### config.mk
export PLATFORM = sky130hd
export DESIGN_NAME = copro_regfile
export DESIGN_NICKNAME = d
export VERILOG_FILES = /design/src/rtl/copro_reg_pkg.sv /design/src/rtl/copro_addr_dec.sv /design/src/rtl/copro_glob_regs.sv /design/src/rtl/copro_chan_win.sv /design/src/rtl/copro_regfile.sv
export SDC_FILE = /design/constraint.sdc
export NUM_CORES = 1
export LEC_CHECK = 0
export BUFFER_PORTS_ARGS = -buffer_cell sky130_fd_sc_hd__buf_2
export CAP_MARGIN = 25
export CORE_ASPECT_RATIO = 1.4
export CORE_MARGIN = 10
export CORE_UTILIZATION = 52
export CTS_BUF_LIST = sky130_fd_sc_hd__clkbuf_16
export CTS_CLUSTER_DIAMETER = 80
export DETAILED_ROUTE_END_ITERATION = 16
export PLACE_DENSITY_LB_ADDON = 0.12
export SYNTH_ARGS = -nofsm -noshare
export SYNTH_HDL_FRONTEND = slang
export SYNTH_SLANG_ARGS = --single-unit
### constraint.sdc
create_clock -name clk -period 2.5 [get_ports clk]
set_input_delay 0.375 -clock clk [delete_from_list [all_inputs] [get_ports clk]]
set_output_delay 0.375 -clock clk [all_outputs]
set_load 0.01 [all_outputs]
### src/rtl/copro_reg_pkg.sv
package copro_reg_pkg;

    // Global register word offsets
    localparam int OFF_CTRL     = 'h00;
    localparam int OFF_STAT     = 'h10;
    localparam int OFF_STAT_CLR = 'h18;
    localparam int OFF_CHEN     = 'h20;
    localparam int OFF_CAP      = 'h40;
    localparam int OFF_CTX      = 'h50;

    // Per-channel windows
    localparam int CH_BASE   = 'h100;
    localparam int CH_SHIFT  = 6;
    localparam int CH_STRIDE = 1 << CH_SHIFT;

    // Offsets inside a channel window
    localparam logic [5:0] WIN_CMD      = 6'h00;
    localparam logic [5:0] WIN_SEMA     = 6'h10;
    localparam logic [5:0] WIN_STAT     = 6'h20;
    localparam logic [5:0] WIN_STAT_CLR = 6'h28;

    // Control word field positions
    localparam int BIT_GATHER = 23;
    localparam int BIT_CACHE  = 22;

    localparam int CHEN_W = 8;

    typedef enum logic [3:0] {
        ACC_NONE,
        ACC_CTRL,
        ACC_STAT,
        ACC_STAT_CLR,
        ACC_CHEN,
        ACC_CAP,
        ACC_CTX,
        ACC_CMD,
        ACC_SEMA,
        ACC_CSTAT,
        ACC_CSTAT_CLR
    } acc_kind_e;

    // Index width for a channel count of at least one
    function automatic int idx_width(input int n);
        return (n > 1) ? $clog2(n) : 1;
    endfunction

endpackage

### src/rtl/copro_addr_dec.sv
module copro_addr_dec
    import copro_reg_pkg::*;
#(
    parameter int NCH    = 4,
    parameter int ADDR_W = 12,
    localparam int CH_IDX_W = idx_width(NCH)
) (
    input  logic [ADDR_W-1:0]   addr,
    output acc_kind_e           kind,
    output logic [CH_IDX_W-1:0] chan
);
    localparam logic [ADDR_W-1:0] A_CTRL   = ADDR_W'(OFF_CTRL);
    localparam logic [ADDR_W-1:0] A_STAT   = ADDR_W'(OFF_STAT);
    localparam logic [ADDR_W-1:0] A_SCLR   = ADDR_W'(OFF_STAT_CLR);
    localparam logic [ADDR_W-1:0] A_CHEN   = ADDR_W'(OFF_CHEN);
    localparam logic [ADDR_W-1:0] A_CAP    = ADDR_W'(OFF_CAP);
    localparam logic [ADDR_W-1:0] A_CTX    = ADDR_W'(OFF_CTX);
    localparam logic [ADDR_W-1:0] A_CHBEG  = ADDR_W'(CH_BASE);
    localparam logic [ADDR_W-1:0] A_CHEND  = ADDR_W'(CH_BASE + NCH * CH_STRIDE);

    logic [ADDR_W-1:0] rel;
    logic [5:0]        win_off;

    assign rel     = addr - A_CHBEG;
    assign win_off = addr[5:0];

    always_comb begin
        kind = ACC_NONE;
        chan = CH_IDX_W'(rel >> CH_SHIFT);
        if (addr == A_CTRL)      kind = ACC_CTRL;
        else if (addr == A_STAT) kind = ACC_STAT;
        else if (addr == A_SCLR) kind = ACC_STAT_CLR;
        else if (addr == A_CHEN) kind = ACC_CHEN;
        else if (addr == A_CAP)  kind = ACC_CAP;
        else if (addr == A_CTX)  kind = ACC_CTX;
        else if (addr >= A_CHBEG && addr < A_CHEND) begin
            case (win_off)
                WIN_CMD:      kind = ACC_CMD;
                WIN_SEMA:     kind = ACC_SEMA;
                WIN_STAT:     kind = ACC_CSTAT;
                WIN_STAT_CLR: kind = ACC_CSTAT_CLR;
                default:      kind = ACC_NONE;
            endcase
        end
    end
endmodule

### src/rtl/copro_glob_regs.sv
module copro_glob_regs
    import copro_reg_pkg::*;
#(
    parameter int NCH = 4
) (
    input  logic              clk,
    input  logic              rst,
    input  logic              wr_ctrl,
    input  logic              wr_stat_clr,
    input  logic              wr_chen,
    input  logic              wr_ctx,
    input  logic [31:0]       wdata,
    input  logic [NCH-1:0]    ch_done,
    output logic [31:0]       ctrl_word,
    output logic [NCH-1:0]    pend,
    output logic [CHEN_W-1:0] chen,
    output logic [31:0]       ctx,
    output logic              gather,
    output logic              cache,
    output logic              irq
);
    logic [NCH-1:0] ien_q;
    logic [NCH-1:0] pend_q;
    logic           gather_q, cache_q;
    logic [CHEN_W-1:0] chen_q;
    logic [31:0]    ctx_q;
    logic [NCH-1:0] clr_mask;

    assign clr_mask = wr_stat_clr ? wdata[NCH-1:0] : '0;

    always_ff @(posedge clk) begin
        if (rst) begin
            ien_q    <= '0;
            gather_q <= 1'b0;
            cache_q  <= 1'b0;
            chen_q   <= '0;
            ctx_q    <= '0;
            pend_q   <= '0;
        end else begin
            if (wr_ctrl) begin
                ien_q    <= wdata[NCH-1:0];
                gather_q <= wdata[BIT_GATHER];
                cache_q  <= wdata[BIT_CACHE];
            end
            if (wr_chen) chen_q <= wdata[CHEN_W-1:0];
            if (wr_ctx)  ctx_q  <= wdata;
            // set has priority over clear
            pend_q <= (pend_q & ~clr_mask) | ch_done;
        end
    end

    always_comb begin
        ctrl_word             = '0;
        ctrl_word[NCH-1:0]    = ien_q;
        ctrl_word[BIT_GATHER] = gather_q;
        ctrl_word[BIT_CACHE]  = cache_q;
    end

    assign pend   = pend_q;
    assign chen   = chen_q;
    assign ctx    = ctx_q;
    assign gather = gather_q;
    assign cache  = cache_q;
    assign irq    = |(pend_q & ien_q);

    p_done_sets_r3: assert property (@(posedge clk) disable iff (rst)
        (ch_done != '0) |=> ((pend_q & $past(ch_done)) == $past(ch_done)));

    p_pend_hold_r3: assert property (@(posedge clk) disable iff (rst)
        (ch_done == '0 && !wr_stat_clr) |=> $stable(pend_q));

    p_clear_r4: assert property (@(posedge clk) disable iff (rst)
        (wr_stat_clr && ch_done == '0) |=> ((pend_q & $past(wdata[NCH-1:0])) == '0));
endmodule

### src/rtl/copro_chan_win.sv
module copro_chan_win #(
    parameter int STAT_W = 8
) (
    input  logic              clk,
    input  logic              rst,
    input  logic              wr_cmd,
    input  logic              wr_sema,
    input  logic              wr_clr,
    input  logic [31:0]       wdata,
    input  logic [STAT_W-1:0] stat_set,
    output logic [31:0]       cmd_ptr,
    output logic              sema_wr,
    output logic [STAT_W-1:0] stat
);
    logic [31:0]       cmd_q;
    logic              sema_q;
    logic [STAT_W-1:0] stat_q;
    logic [STAT_W-1:0] clr_mask;

    assign clr_mask = wr_clr ? wdata[STAT_W-1:0] : '0;

    always_ff @(posedge clk) begin
        if (rst) begin
            cmd_q  <= '0;
            sema_q <= 1'b0;
            stat_q <= '0;
        end else begin
            if (wr_cmd) cmd_q <= wdata;
            sema_q <= wr_sema;
            stat_q <= (stat_q & ~clr_mask) | stat_set;
        end
    end

    assign cmd_ptr = cmd_q;
    assign sema_wr = sema_q;
    assign stat    = stat_q;

    p_cmd_hold_r9: assert property (@(posedge clk) disable iff (rst)
        !wr_cmd |=> $stable(cmd_q));

    p_stat_set_r11: assert property (@(posedge clk) disable iff (rst)
        (stat_set != '0) |=> ((stat_q & $past(stat_set)) == $past(stat_set)));

    p_stat_hold_r11: assert property (@(posedge clk) disable iff (rst)
        (stat_set == '0 && !wr_clr) |=> $stable(stat_q));
endmodule

### src/rtl/copro_regfile.sv
module copro_regfile
    import copro_reg_pkg::*;
#(
    parameter int          NCH      = 4,
    parameter int          ADDR_W   = 12,
    parameter int          STAT_W   = 8,
    parameter logic [31:0] CAP_WORD = 32'h0005_0001
) (
    input  logic                  clk,
    input  logic                  rst,
    input  logic                  bus_rd,
    input  logic                  bus_wr,
    input  logic [ADDR_W-1:0]     bus_addr,
    input  logic [31:0]           bus_wdata,
    output logic [31:0]           bus_rdata,
    output logic                  irq,
    output logic                  gather_en,
    output logic                  ctx_cache_en,
    output logic [7:0]            chan_en,
    output logic [31:0]           ctx_ptr,
    input  logic [NCH-1:0]        ch_done,
    output logic [NCH*32-1:0]     ch_cmd_ptr,
    output logic [NCH-1:0]        ch_sema_wr,
    output logic [31:0]           ch_sema_data,
    input  logic [NCH*STAT_W-1:0] ch_stat_set,
    output logic [NCH*STAT_W-1:0] ch_stat
);
    localparam int CH_IDX_W = idx_width(NCH);

    acc_kind_e           kind;
    logic [CH_IDX_W-1:0] chan;
    logic [31:0]         ctrl_word;
    logic [NCH-1:0]      pend;
    logic [31:0]         cmd_arr [NCH];
    logic [STAT_W-1:0]   stat_arr [NCH];
    logic [31:0]         rd_mux;
    logic [31:0]         rdata_q;
    logic [31:0]         sema_data_q;

    copro_addr_dec #(.NCH(NCH), .ADDR_W(ADDR_W)) u_dec (
        .addr (bus_addr),
        .kind (kind),
        .chan (chan)
    );

    copro_glob_regs #(.NCH(NCH)) u_glob (
        .clk         (clk),
        .rst         (rst),
        .wr_ctrl     (bus_wr && kind == ACC_CTRL),
        .wr_stat_clr (bus_wr && kind == ACC_STAT_CLR),
        .wr_chen     (bus_wr && kind == ACC_CHEN),
        .wr_ctx      (bus_wr && kind == ACC_CTX),
        .wdata       (bus_wdata),
        .ch_done     (ch_done),
        .ctrl_word   (ctrl_word),
        .pend        (pend),
        .chen        (chan_en),
        .ctx         (ctx_ptr),
        .gather      (gather_en),
        .cache       (ctx_cache_en),
        .irq         (irq)
    );

    for (genvar i = 0; i < NCH; i++) begin : g_ch
        logic sel;
        assign sel = bus_wr && (chan == CH_IDX_W'(i));
        copro_chan_win #(.STAT_W(STAT_W)) u_win (
            .clk      (clk),
            .rst      (rst),
            .wr_cmd   (sel && kind == ACC_CMD),
            .wr_sema  (sel && kind == ACC_SEMA),
            .wr_clr   (sel && kind == ACC_CSTAT_CLR),
            .wdata    (bus_wdata),
            .stat_set (ch_stat_set[i*STAT_W +: STAT_W]),
            .cmd_ptr  (cmd_arr[i]),
            .sema_wr  (ch_sema_wr[i]),
            .stat     (stat_arr[i])
        );
        assign ch_cmd_ptr[i*32 +: 32]     = cmd_arr[i];
        assign ch_stat[i*STAT_W +: STAT_W] = stat_arr[i];
    end

    always_comb begin
        rd_mux = '0;
        case (kind)
            ACC_CTRL:  rd_mux = ctrl_word;
            ACC_STAT:  rd_mux[NCH-1:0] = pend;
            ACC_CHEN:  rd_mux[7:0] = chan_en;
            ACC_CAP:   rd_mux = CAP_WORD;
            ACC_CTX:   rd_mux = ctx_ptr;
            ACC_CMD:   rd_mux = cmd_arr[chan];
            ACC_CSTAT: rd_mux[STAT_W-1:0] = stat_arr[chan];
            default:   rd_mux = '0;
        endcase
    end

    always_ff @(posedge clk) begin
        if (rst) begin
            rdata_q     <= '0;
            sema_data_q <= '0;
        end else begin
            if (bus_rd) rdata_q <= rd_mux;
            if (bus_wr && kind == ACC_SEMA) sema_data_q <= bus_wdata;
        end
    end

    assign bus_rdata    = rdata_q;
    assign ch_sema_data = sema_data_q;

    p_unmapped_rd_r12: assert property (@(posedge clk) disable iff (rst)
        (bus_rd && kind == ACC_NONE) |=> (bus_rdata == '0));

    p_cap_rd_r7: assert property (@(posedge clk) disable iff (rst)
        (bus_rd && kind == ACC_CAP) |=> (bus_rdata == CAP_WORD));

    p_irq_src_r5: assert property (@(posedge clk) disable iff (rst)
        irq |-> (pend != '0));

    p_sema_single_r10: assert property (@(posedge clk) disable iff (rst)
        $onehot0(ch_sema_wr));

    p_rd_hold_r13: assert property (@(posedge clk) disable iff (rst)
        !bus_rd |=> $stable(bus_rdata));
endmodule

# == Word level (Yosys, flattened, before mapping) ==
# Index checks and enable logic that the tools add are counted.
# W data, S select, Z words.
# op_classes
addsub,1
order_cmp,3
eq_ne,21
mux,22
bitwise_logic,17
n_reduce_logical,26
# ops
op,n
$pmux W24 S4,1
$bmux W32 S2,1
$mux W32,2
$mux W8,6
$and A8 B8 Y8,4
$mux W4,8
$not A8 Y8,4
$or A8 B8 Y8,4
$pmux W4 S4,2
$pmux W4 S7,1
$eq A12 B5 Y1 const B,2
$eq A12 B7 Y1 const B,2
$logic_and A1 B1 Y1,22
$bmux W8 S2,1
$eq A4 B3 Y1 const B,4
$eq A12 B6 Y1 const B,1
$eq A4 B4 Y1 const B,3
$eq A6 B6 Y1 const B,2
$ge A12 B9 Y1 const B,1
$logic_not A12 Y1,1
$lt A12 B10 Y1 const B,1
$and A4 B4 Y4,2
$eq A4 B2 Y1 const B,2
$sub A8 B1 Y8 const B,1
11 further kinds,12
# totals
regBits,278
in_bits,84
output_inout_bits,271
wordCells,110

# == Depth between registers and ports, before layout ==
# Gate-level depths: netlist of run 1.
# logic_depth
ltp_word,15
depth_mapped,8
mapped_depth_nobuf,4

# == Modules after synthesis ==
# A second synthesis of run 1 with hierarchy kept.
# unflattened
hier_cells,1199
hier_area_um2,12145.4
# by_module_without_submodules
mod,n_inst,cells_each,area_each_um2,seq_area_each_um2
copro_chan_win,4,139,1488.9,820.8
copro_regfile,1,418,3966.3,1281.2
copro_glob_regs,1,198,2055.7,1001.0
copro_addr_dec,1,27,167.7,0.0

# == Least setup slack after synthesis of run 1 ==
# No wires, ideal clock.
# synth_timing
path_kind,input port to flip-flop
from,input port bus_addr[6]
to,register rdata_q[10] (netlist: bus_rdata[10])
setup_ps,128
arrival_ps,1812
required_time_ps,2372
slack_ps,560
cell_stages,7
path_buffers,3
path_cell_list,buf_6 -> buf_6 -> buf_2 -> mux4_2 -> a32o_1 -> a21oi_1 -> nor2_1
# synth_between
elab_chain_cells,11
word_cells_on_any_way,26
cone_classes,add/sub: 1; order compare: 2; eq/ne: 9; mux: 11; bitwise: 1; reduce/logical: 2
# synth_rtl
element,line,text
start: declaration,copro_regfile.sv:13,"input logic [ADDR_W-1:0] bus_addr,"
$ge A12 B9 Y1 or $lt A12 B10 Y1 (tied branches),copro_addr_dec.sv:36,else if (addr >= A_CHBEG && addr < A_CHEND) begin
$logic_and A1 B1 Y1,copro_addr_dec.sv:36,
$mux W4,copro_addr_dec.sv:36,
$mux W4,copro_addr_dec.sv:35,else if (addr == A_CTX) kind = ACC_CTX;
$mux W4,copro_addr_dec.sv:34,else if (addr == A_CAP) kind = ACC_CAP;
$mux W4,copro_addr_dec.sv:33,else if (addr == A_CHEN) kind = ACC_CHEN;
$mux W4,copro_addr_dec.sv:32,else if (addr == A_SCLR) kind = ACC_STAT_CLR;
$mux W4,copro_addr_dec.sv:31,else if (addr == A_STAT) kind = ACC_STAT;
$mux W4,copro_addr_dec.sv:30,if (addr == A_CTRL) kind = ACC_CTRL;
$eq A4 B3 Y1 or $eq A4 B1 Y1 (tied branches),copro_regfile.sv:85,case (kind)
$pmux W24 S4 *,copro_regfile.sv:85,
end signal: assignment,copro_regfile.sv:102,if (bus_rd) rdata_q <= rd_mux;
end: declaration,copro_regfile.sv:37,logic [31:0] rdata_q;
# Mark *: on every way between the ends. The rest lies on a longest branch, timed or not. The select of a mux whose other input is x is not followed.
# A chain may end at the register's enable or synchronous reset.

# == Final worst setup path of run 1 ==
# layout_timing
from,input port bus_addr[7]
to,register rdata_q[0] (netlist: bus_rdata[0])
# layout_between
elab_chain_cells,11
word_cells_on_any_way,32
cone_classes,add/sub: 1; order compare: 2; eq/ne: 12; mux: 14; bitwise: 1; reduce/logical: 2
# layout_rtl
element,line
$ge A12 B9 Y1 or $lt A12 B10 Y1 (tied branches),copro_addr_dec.sv:36
$logic_and A1 B1 Y1,copro_addr_dec.sv:36
$mux W4,copro_addr_dec.sv:36
$mux W4,copro_addr_dec.sv:35
$mux W4,copro_addr_dec.sv:34
$mux W4,copro_addr_dec.sv:33
$mux W4,copro_addr_dec.sv:32
$mux W4,copro_addr_dec.sv:31
$mux W4,copro_addr_dec.sv:30
"$eq A4 B4 Y1, or another cell as far along",copro_regfile.sv:85
$pmux W4 S7 *,copro_regfile.sv:85
# Marks and branches as above.

==> out/qor.yml, run 1 <==
final_layout:
  stdcell_count: 1844
  drive_above_1_share: 0.317
  fin_area_mm2: 0.0152
  regArea_mm2: 0.00557
  fin_util: 0.652
  fillers: 1983
  nets: 1604
  final_common_cell: "buf_2"
  multiInputGateArea_mm2: 0.00608
  synthToLayoutAreaGrowth_pct: 23.2
  layout_common_cells: "buf_2, dfxtp_1, mux2i_1"
critical_path:
  cp-start-kind: "input pin"
  arrival_ps: 2130
  critPathRequiredTime_ps: 2900
  r2r_end: "bus_rdata[0]$_SDFFE_PP0P_"
  path_max_fanout: 26
  rr_worst_depth: 4
  worstSetupEndpointType: "flip-flop"
  rrSetupSlack_ps: 780
  r2r_start: "g_ch[3].u_win.cmd_ptr[0]$_SDFFE_PP0P_"
  critPathKind: "in -> reg"
clock_tree:
  cts_num_sinks: 278
  cts_tree: "built"
  cts_max_level: 1
  clk_pin_slew_ps: 60
  worst_skew_pair.late_latency_ps: 530
  cts_buffer_depth: 3
  cts_root_buf: "clkbuf_16"
  post-cts-setup-buffers: 0
  post_cts_resized: 0
  numCtsBuffers: 28
  cts.hold.buffers_added: 0
logic_synthesis:
  synth.ff_latch_count: 278
  postSynthCellCount: 1202
  synth_fp_nets: 1286
  synth_top_area_frac: 0.452
  synth_area_leader_cell: "dfxtp_1"
  yosys-top-cells-area: "dfxtp_1, mux2i_1, mux4_2, nor2_1, nand2b_1"
  avgSynthCellArea_um2: 10.3
  synth-edff-count: 0
  synth-compound-area-share: 0.0856
  synth_fa_ha_area_frac: 0
  synth_top_family_by_area: "multiplexers"
  ys_seq_area_frac: 0.452
  synth_area_mm2: 0.0123
  ys_warn_count: 0
  synthSimpleGateAreaFrac: 0.164
  yosys-mux-area-fraction: 0.239
  ys.flop_type: "dfxtp_1"
  synth-xor-area-share: 0
  synth-async-reset-ratio: 0
  synth_cell_types: 54
global_routing:
  grt_remaining_overflow: 0
  grt_max_degree: 145
  track_usage: 0.250
  grt_pass1_vias: 10500
  grt_pass1_wl_um: 60500
  antenna_found_initial: 2
power:
  p_total_mw: 9.06
  peakVddDrop_mv: 0.580
  powerDensity_mw_per_mm2: 596
  p_leak_nw: 7.87
timing:
  final-hold-violation-count: 0
  drv_slew: 0
  whs_ps: 76.0
  grt_setup_unrepaired: "no"
  clock_skew_ps: 8.33
  period_minus_slack_ps: 1730
  max_freq_mhz: 578
  fin_crit_sh: 0.692
  fin_ws_ps: 770
  setup_viol: 0
  finalSetupTns_ps: 0
  tightest_slew_ps: 704
  slew_headroom: 0.531
floorplan:
  ios: 355
  rows: 66
  start_util: 0.529
  fp.coreArea_mm2: 0.0233
  dieHeight_um: 202
  die_area_mm2: 0.0303
  die_width_um: 150
worst_hold_path:
  holdPathStages: 3
  holdCritPathClass: "in -> reg"
  worstHoldStart: "ch_stat_set[13]"
  worstHoldEndpoint: "g_ch[1].u_win.stat[5]$_SDFF_PP0_"
run_status:
  status: "complete, no violations"
detailed_routing:
  drc_errors: 0
  drtIter0Drc: 722
  drt.antenna.violating_nets: 0
  vias_per_cell: 5.57
  wirelength_um: 39800
  dr.pass1.iters: 6
  avgRoutedWirePerCell_um: 21.6
  vias: 10300
job:
  drv_cap: 0
place:
  place_area_mm2: 0.0143
  port_buffers: 354
  gp_congestion: 0.898
  place_hpwl_um: 29100
  post-place-ws_ps: 242
  placed_cells: 1795
-- where the power goes --
part	total (mW)	internal [mW]	switching (mW)	leakage (nW)
sequential	4.50	4.47	0.0329	2.25
combinational	0.594	0.229	0.365	5.18
clock	3.96	2.27	1.69	0.439
-- how the worst max path moves through the flow --
stage                startpoint                          endpoint  cells after the start  slack [ps]
floorplan           bus_addr[6]        bus_rdata[10]$_SDFFE_PP0P_                      7         560
global placement    bus_addr[7]         bus_rdata[0]$_SDFFE_PP0P_                      6         280
detailed placement  bus_addr[7]         bus_rdata[0]$_SDFFE_PP0P_                      6         240
CTS                 bus_addr[7]         bus_rdata[0]$_SDFFE_PP0P_                      6         810
global route        bus_addr[6]  g_ch[1].u_win.stat[7]$_SDFF_PP0_                      5         670
finish              bus_addr[7]         bus_rdata[0]$_SDFFE_PP0P_                      6         770
-- area by class of cell --
class | instances | share of cell area
inverters | 43 | 0.0106
well taps | 306 | 0.0252
multi-input cells | 777 | 0.400
flip-flops and latches | 278 | 0.366
repair buffers | 392 | 0.141
clock inverters | 17 | 0.00791
clock buffers | 29 | 0.0478
diodes | 2 | 0.000330
-- critical path, stage by stage --
cell	delay, ps
buf_4	370
buf_4	280
mux4_2	330
a22o_1	230
a2111oi_0	420
o21ai_1	90
-- sequential cells by signal, summed over array words and instances, names as in the netlist --
name,count
u_glob.gather,1
ch_sema_data,32
u_glob.ctx,32
u_glob.chen,8
u_glob.cache,1
u_glob.pend,4
bus_rdata,32
g_ch.u_win.sema_wr,4
u_glob.ien_q,4
g_ch.u_win.cmd_ptr,128
g_ch.u_win.stat,32
-- Yosys cell counts (3+ instances only) --
| master | number |
|---|---|
| nor4_1 | 4 |
| nor3_1 | 5 |
| buf_6 | 12 |
| a22oi_1 | 3 |
| nand4_2 | 5 |
| mux2_2 | 6 |
| inv_1 | 43 |
| a32o_1 | 20 |
| and3_1 | 5 |
| nor3b_1 | 4 |
| buf_4 | 14 |
| mux2i_1 | 198 |
| buf_2 | 24 |
| a221o_1 | 4 |
| a221oi_1 | 3 |
| nor4bb_1 | 3 |
| nor2b_1 | 21 |
| nand4b_1 | 3 |
| nand2b_1 | 99 |
| nand2_1 | 15 |
| nand3_1 | 15 |
| a22o_1 | 9 |
| o21ai_0 | 23 |
| nor2_1 | 192 |
| dfxtp_1 | 278 |
| a21oi_1 | 37 |
| clkbuf_1 | 53 |
| mux4_2 | 40 |
| nand4_1 | 5 |
| a311oi_1 | 28 |
-- metal layers --
| layer | up-vias | track usage | wire length, um |
|---|---|---|---|
| li1 | 4873 | - | - |
| met1 | 4926 | 0.282 | 14900 |
| met2 | 386 | 0.436 | 19700 |
| met3 | 77 | 0.0722 | 3710 |
| met4 | 0 | 0.0912 | 1460 |
| met5 | - | 0 | 0 |
-- cells by family (layout without fill, tap and decap cells) --
| family | count (synthesis) | count (layout) |
|---|---|---|
| flip-flops | 278 | 278 |
| AND/OR/NAND/NOR | 391 | 391 |
| multiplexers | 244 | 244 |
| AO/OA/AOI/OAI | 142 | 142 |
| buffers and inverters | 147 | 481 |
| other | 0 | 2 |
Note: power is estimated with default switching activity, not from simulation.
==> run 2, diff against run 1 <==
==> constraint.sdc (replaced) <==
create_clock -name clk -period 1.8 [get_ports clk]
set_input_delay 0.27 -clock clk [delete_from_list [all_inputs] [get_ports clk]]
set_output_delay 0.27 -clock clk [all_outputs]
set_load 0.01 [all_outputs]
==> out/qor.yml, run 2 (synthesis results as in run 1) <==
critical_path:
  rrSetupSlack_ps: 190  # -590 ps
  path_max_fanout: 3  # -88%
  critPathSlowestCell: "mux4_2"
  rr_worst_depth: 4  # unchanged
  critPathRequiredTime_ps: 2230  # -670 ps
  critPathMaxStageDelay_ps: 480  # +60 ps
  worstSetupEndpointType: "flip-flop"
  worstPathCellList: "mux4_2, a22o_1, a221o_1, a22o_1"
  arrival_ps: 2030  # -100 ps
  r2r_end: "bus_rdata[7]$_SDFFE_PP0P_"
  critPathKind: "reg -> reg"
  r2r_start: "g_ch[3].u_win.cmd_ptr[7]$_SDFFE_PP0P_"
  crit_top_cell: "a22o_1"
  cp-start-kind: "flip-flop"
timing:
  fin_ws_ps: 193  # -577 ps
  tightest_slew_ps: 506  # -197 ps
  drv_slew: 0  # unchanged
  clock_skew_ps: 15.6  # +7.29 ps
  whs_ps: 16.7  # -59.3 ps
  max_freq_mhz: 622
  setup_viol: 0  # unchanged
  grt_setup_unrepaired: "no"
  period_minus_slack_ps: 1610
  final-hold-violation-count: 0  # unchanged
  fin_crit_sh: 0.893
  finalSetupTns_ps: 0  # unchanged
  slew_headroom: 0.663  # +0.132
clock_tree:
  worst_skew_pair.late_latency_ps: 540  # about the same
  clk_pin_slew_ps: 60  # about the same
  numCtsBuffers: 27  # -3.6%
  cts_max_level: 1  # unchanged
  post_cts_resized: 0  # unchanged
  cts_buffer_depth: 3  # unchanged
  cts_tree: "built"
  cts_root_buf: "clkbuf_16"
  cts_num_sinks: 278  # unchanged
global_routing:
  met1_usage: 0.307  # +0.0246
  grt_max_degree: 80  # -45%
  track_usage: 0.261  # +0.0107
  antenna_found_initial: 0  # -2
  grt_pass1_vias: 10800  # +2.6%
  grt_util_met2: 0.451  # +0.0152
  grt_pass1_wl_um: 63100  # +4.4%
  grtUsageMet3: 0.0673  # -0.00492
  grt-busiest-layer: "met2"
  grt_remaining_overflow: 0  # unchanged
final_layout:
  nets: 1680  # +4.7%
  synthToLayoutAreaGrowth_pct: 30.2
  layout_common_cells: "buf_2, dfxtp_1, mux2i_1"
  largest_reg_flops: 128  # unchanged
  fin_util: 0.689  # +0.0370
  regArea_mm2: 0.00557  # unchanged
  drive_above_1_share: 0.337  # +0.0196
  n_antenna_cell: 0  # -2
  fillers: 1891  # -4.6%
  final_common_cell: "buf_2"
  multiInputGateArea_mm2: 0.00608  # unchanged
  stdcell_count: 1922  # +4.2%
  fin_area_mm2: 0.0160  # +5.7%
detailed_routing:
  avgRoutedWirePerCell_um: 21.6  # +0.12%
  drt.antenna.violating_nets: 0  # unchanged
  vias: 10600  # +3.8%
  dr.pass1.iters: 5  # -1
  wirelength_um: 41600  # +4.4%
  drc_errors: 0  # unchanged
  drtIter0Drc: 597  # -17%
  vias_per_cell: 5.54  # -0.45%
worst_hold_path:
  holdCritPathClass: "in -> reg"
  holdPathStages: 3  # unchanged
  worstHoldEndpoint: "u_glob.pend[2]$_SDFF_PP0_"
  worstHoldStart: "ch_done[2]"
place:
  place_hpwl_um: 30500  # +4.9%
  post-place-ws_ps: -129  # -371 ps
  placed_cells: 1847  # +2.9%
  place_area_mm2: 0.0150  # +4.4%
  port_buffers: 354  # unchanged
  gp_congestion: 0.900  # +0.30%
floorplan:
  start_util: 0.529  # unchanged
  dieHeight_um: 202  # unchanged
  fp.coreArea_mm2: 0.0233  # unchanged
  ios: 355  # unchanged
  rows: 66  # unchanged
  die_area_mm2: 0.0303  # unchanged
  die_width_um: 150  # unchanged
power:
  peakVddDrop_mv: 0.665  # +15%
  p_total_mw: 12.6  # +40%
  p_leak_nw: 8.32  # +5.7%
  powerDensity_mw_per_mm2: 788  # +32%
job:
  drv_cap: 0  # unchanged
run_status:
  status: "complete, no violations"
[run 2: changes by cell type in the layout (fill, tap and decap cells not counted), sizes merged]
cell / change
buf: +51
dlygate4sd3: +26
clkinv: +4
clkbuf: -2
diode: -2
clkinvlp: +1
[run 2: cell type report]
type	instances	share of cell area
Multi-Input combinational cell	777	0.379
Sequential cell	278	0.347
Timing Repair Buffer	469	0.188
Clock buffer	27	0.0421
Tap cell	306	0.0239
Inverter	43	0.0101
Clock inverter	22	0.00990
[run 2: worst max path at each step]
stage                                           from                                to  slack, ps  cells after the start
3_5_place_dp                             bus_addr[6]         bus_rdata[0]$_SDFFE_PP0P_       -130                      6
2_1_floorplan                            bus_addr[6]         bus_rdata[0]$_SDFFE_PP0P_         50                      7
6_report       g_ch[3].u_win.cmd_ptr[7]$_SDFFE_PP0P_         bus_rdata[7]$_SDFFE_PP0P_        190                      4
3_3_place_gp                             bus_addr[4]  g_ch[3].u_win.sema_wr$_SDFF_PP0_        -90                      6
4_1_cts        g_ch[3].u_win.cmd_ptr[0]$_SDFFE_PP0P_         bus_rdata[0]$_SDFFE_PP0P_        200                      4
5_1_grt        g_ch[1].u_win.cmd_ptr[0]$_SDFFE_PP0P_         bus_rdata[0]$_SDFFE_PP0P_         90                      4
[run 2: critical path, delay by kind of cell, from the launching register on]
family	cells	cell delay, ps
mux	1	480
flops	1	340
compound gates	3	680
[run 2: timing repair]
| action | CTS | global route |
|---|---|---|
| hold endpoints to repair | 25 | 1 |
| hold buffers | 25 | 1 |
| setup buffers | 0 | 0 |
[run 2: power by group]
part / switching, mW / internal (mW) / total (mW) / leakage, nW
Combinational: 0.536 / 0.413 / 0.950 / 5.64
Clock: 2.42 / 3.02 / 5.44 / 0.431
Sequential: 0.0474 / 6.21 / 6.26 / 2.25
Total: 3.00 / 9.64 / 12.6 / 8.32
[run 2: metal layers]
layer | share of wire | up-vias
met5 | 0 | -
met4 | 0.027 | 0
met3 | 0.089 | 60
met2 | 0.50 | 445
met1 | 0.38 | 5125
li1 | - | 5018
==> run 3, diff against run 2 <==
--- a/config.mk
+++ b/config.mk
@@ -5,14 +5,16 @@
 export SDC_FILE = /design/constraint.sdc
 export NUM_CORES = 1
 export LEC_CHECK = 0
+export ABC_AREA = 1
 export BUFFER_PORTS_ARGS = -buffer_cell sky130_fd_sc_hd__buf_2
 export CAP_MARGIN = 25
 export CORE_ASPECT_RATIO = 1.4
 export CORE_MARGIN = 10
-export CORE_UTILIZATION = 52
+export CORE_UTILIZATION = 51
 export CTS_BUF_LIST = sky130_fd_sc_hd__clkbuf_16
 export CTS_CLUSTER_DIAMETER = 80
 export DETAILED_ROUTE_END_ITERATION = 16
+export GPL_ROUTABILITY_DRIVEN = 0
 export PLACE_DENSITY_LB_ADDON = 0.12
 export SYNTH_ARGS = -nofsm -noshare
 export SYNTH_HDL_FRONTEND = slang
==> out/qor.yml, run 3 <==
run_status:
  status: "complete, no violations"
logic_synthesis:
  yosys-top-cells-area: "dfxtp_1, o21ai_0, a21oi_1, inv_1, nand2_1"
  synth-edff-count: 0  # unchanged
  ys_warn_count: 0  # unchanged
  synth_top_area_frac: 0.497  # +0.0450
  ys_top_cells_by_count: "dfxtp_1, o21ai_0, a21oi_1"
  synth_fp_nets: 1573  # +22%
  ys.flop_type: "dfxtp_1"
  synth_most_common_cell: "dfxtp_1"
  postSynthCellCount: 1489  # +24%
  ys_seq_area_frac: 0.497  # +0.0450
  synth_area_mm2: 0.0112  # -9.1%
  avgSynthCellArea_um2: 7.52  # -27%
  synth_area_leader_cell: "dfxtp_1"
  synth_cell_types: 28  # -48%
  synth-async-reset-ratio: 0  # unchanged
  synth.ff_latch_count: 278  # unchanged
clock_tree:
  cts_root_buf: "clkbuf_16"
  numCtsBuffers: 27  # unchanged
  cts_tree: "built"
  clk_pin_slew_ps: 60  # about the same
  cts.hold.buffers_added: 34  # +36%
  post-cts-setup-buffers: 0  # unchanged
  cts_max_level: 1  # unchanged
  cts_buffer_depth: 3  # unchanged
  cts_num_sinks: 278  # unchanged
  worst_skew_pair.late_latency_ps: 530  # about the same
  post_cts_resized: 0  # unchanged
floorplan:
  dieHeight_um: 195  # -3.3%
  rows: 64  # -3.0%
  start_util: 0.514  # -0.0147
  fp.coreArea_mm2: 0.0218  # -6.5%
  ios: 355  # unchanged
  die_width_um: 145  # -3.2%
  die_area_mm2: 0.0284  # -6.5%
final_layout:
  drive_above_1_share: 0.256  # -0.0808
  multiInputGateArea_mm2: 0.00438  # -28%
  nets: 1960  # +17%
  final_common_cell: "buf_2"
  synthToLayoutAreaGrowth_pct: 32.8
  layout_common_cells: "buf_2, dfxtp_1, o21ai_0"
  fillers: 1931  # +2.1%
  stdcell_count: 2190  # +14%
  regArea_mm2: 0.00557  # unchanged
  largest_reg_flops: 128  # unchanged
worst_hold_path:
  holdPathStages: 3  # unchanged
  holdCritPathClass: "in -> reg"
  worstHoldStart: "ch_stat_set[23]"
  worstHoldEndpoint: "g_ch[2].u_win.stat[7]$_SDFF_PP0_"
timing:
  tightest_slew_ps: 530  # +23.8 ps
  clock_skew_ps: 10.4  # -5.18 ps
  slew_headroom: 0.646  # -0.0163
  grt_setup_unrepaired: "no"
  final-hold-violation-count: 0  # unchanged
  setup_viol: 0  # unchanged
  fin_crit_sh: 0.924  # +0.0309
  period_minus_slack_ps: 1660  # +55.7 ps
  drv_slew: 0  # unchanged
  max_freq_mhz: 602  # -3.4%
  finalSetupTns_ps: 0  # unchanged
power:
  p_total_mw: 12.3  # -2.7%
  p_leak_nw: 6.65  # -20%
  peakVddDrop_mv: 0.874  # +31%
  switchingPower_mw: 2.93  # -2.3%
  powerDensity_mw_per_mm2: 827  # +5.0%
  sw_frac_of_total: 0.239  # +0.000909
  combPwrFrac: 0.070  # -0.005
  p_int_mw: 9.37  # -2.8%
  seqPwrFrac: 0.508  # +0.013
  power_frac_clock: 0.421  # -0.009
global_routing:
  grt_remaining_overflow: 0  # unchanged
  grt_max_degree: 86  # +7.5%
  grt_pass1_vias: 11800  # +9.6%
  antenna_found_initial: 4  # +4
  grt_pass1_wl_um: 65000  # +2.9%
  track_usage: 0.281  # +0.0196
detailed_routing:
  vias: 11800  # +11%
  drc_errors: 0  # unchanged
  drt.antenna.violating_nets: 0  # unchanged
  vias_per_cell: 5.39  # -2.7%
  avgRoutedWirePerCell_um: 19.2  # -11%
  drtIter0Drc: 770  # +29%
  dr.pass1.iters: 5  # unchanged
  wirelength_um: 42100  # +1.4%
critical_path:
  worstSetupEndpointType: "primary output"
  rrSetupSlack_ps: 470  # +280 ps
  rr_worst_depth: 6  # +2
  worstPathCellList: "nand2_1, o21ai_0, a21oi_1, o21ai_0, buf_2"
  critPathSlowestCell: "dfxtp_1"
  r2r_end: "bus_rdata[5]$_SDFFE_PP0P_"
  arrival_ps: 1390  # -640 ps
  r2r_start: "g_ch[0].u_win.stat[5]$_SDFF_PP0_"
  critPathRequiredTime_ps: 1530  # -700 ps
  cp-start-kind: "flip-flop"
  path_max_fanout: 3  # unchanged
  critPathMaxStageDelay_ps: 330  # -150 ps
  crit_top_cell: "o21ai_0"
  critPathKind: "reg -> out"
place:
  place_hpwl_um: 30500  # +0.11%
  placed_cells: 2110  # +14%
  port_buffers: 354  # unchanged
job:
  drv_cap: 0  # unchanged
==> run 3: cells by family after synthesis <==
group | after synthesis | share of synthesized area
buf+inv | 332 | 0.114
simple gates | 249 | 0.0954
flops | 278 | 0.497
compound gates | 630 | 0.294
==> run 3: worst max-delay path, delay by kind of cell, from the launching register on <==
kind	cells	cell delay, ps
AND/OR/NAND/NOR	1	70
flip-flops	1	330
buffers and inverters	1	160
AO/OA/AOI/OAI	3	310
==> run 3: per-layer routing <==
metal / share of wire / wire length (um) / track usage / vias to the layer above
li1: - / - / - / 5754
met1: 0.38 / 16000 / 0.315 / 5419
met2: 0.50 / 21000 / 0.499 / 528
met3: 0.079 / 3310 / 0.0625 / 104
met4: 0.042 / 1790 / 0.120 / 4
met5: 0.00052 / 22 / 0 / -
==> run 3: power by group through the flow <==
stage               clock network [mW]  logic [mW]  registers (mW)
floorplan                            0       0.337            6.41
global placement                     0       0.786            6.38
detailed placement                   0       0.792            6.39
CTS                               5.21       0.852            6.25
global route                      5.41       0.943            6.26
finish                            5.18       0.867            6.25
==> run 3: through the flow <==
stage	util	hold WS [ps]	area [um^2]	setup WS [ps]
floorplan	-	404	11200	73.3
global placement	0.631	445	13800	-172
detailed placement	0.631	451	13800	-210
CTS	0.683	3.26	14900	130
global route	0.683	41.8	14900	57.3
finish	0.683	15.5	14900	138
==> run 3: layout make-up <==
cell class              count  share of cell area
repair buffers            457               0.195
inverters                 233              0.0590
well taps                 297              0.0250
multi-input cells         879               0.295
diodes                      1            0.000168
clock buffers              27              0.0454
clock inverters            18             0.00707
flip-flops and latches    278               0.374
==> run 3: worst max path at each step <==
stage	depth (start not counted)	slack [ps]	end	startpoint
2_1_floorplan	8	70	g_ch[3].u_win.cmd_ptr[23]$_SDFFE_PP0P_	bus_addr[1]
3_3_place_gp	12	-170	bus_rdata[6]$_SDFFE_PP0P_	bus_addr[2]
3_5_place_dp	12	-210	ch_sema_data[9]$_SDFFE_PP0P_	bus_addr[2]
4_1_cts	5	130	irq	u_glob.ien_q[3]$_SDFFE_PP0P_
5_1_grt	5	60	irq	u_glob.ien_q[3]$_SDFFE_PP0P_
6_report	5	140	irq	u_glob.pend[0]$_SDFF_PP0_
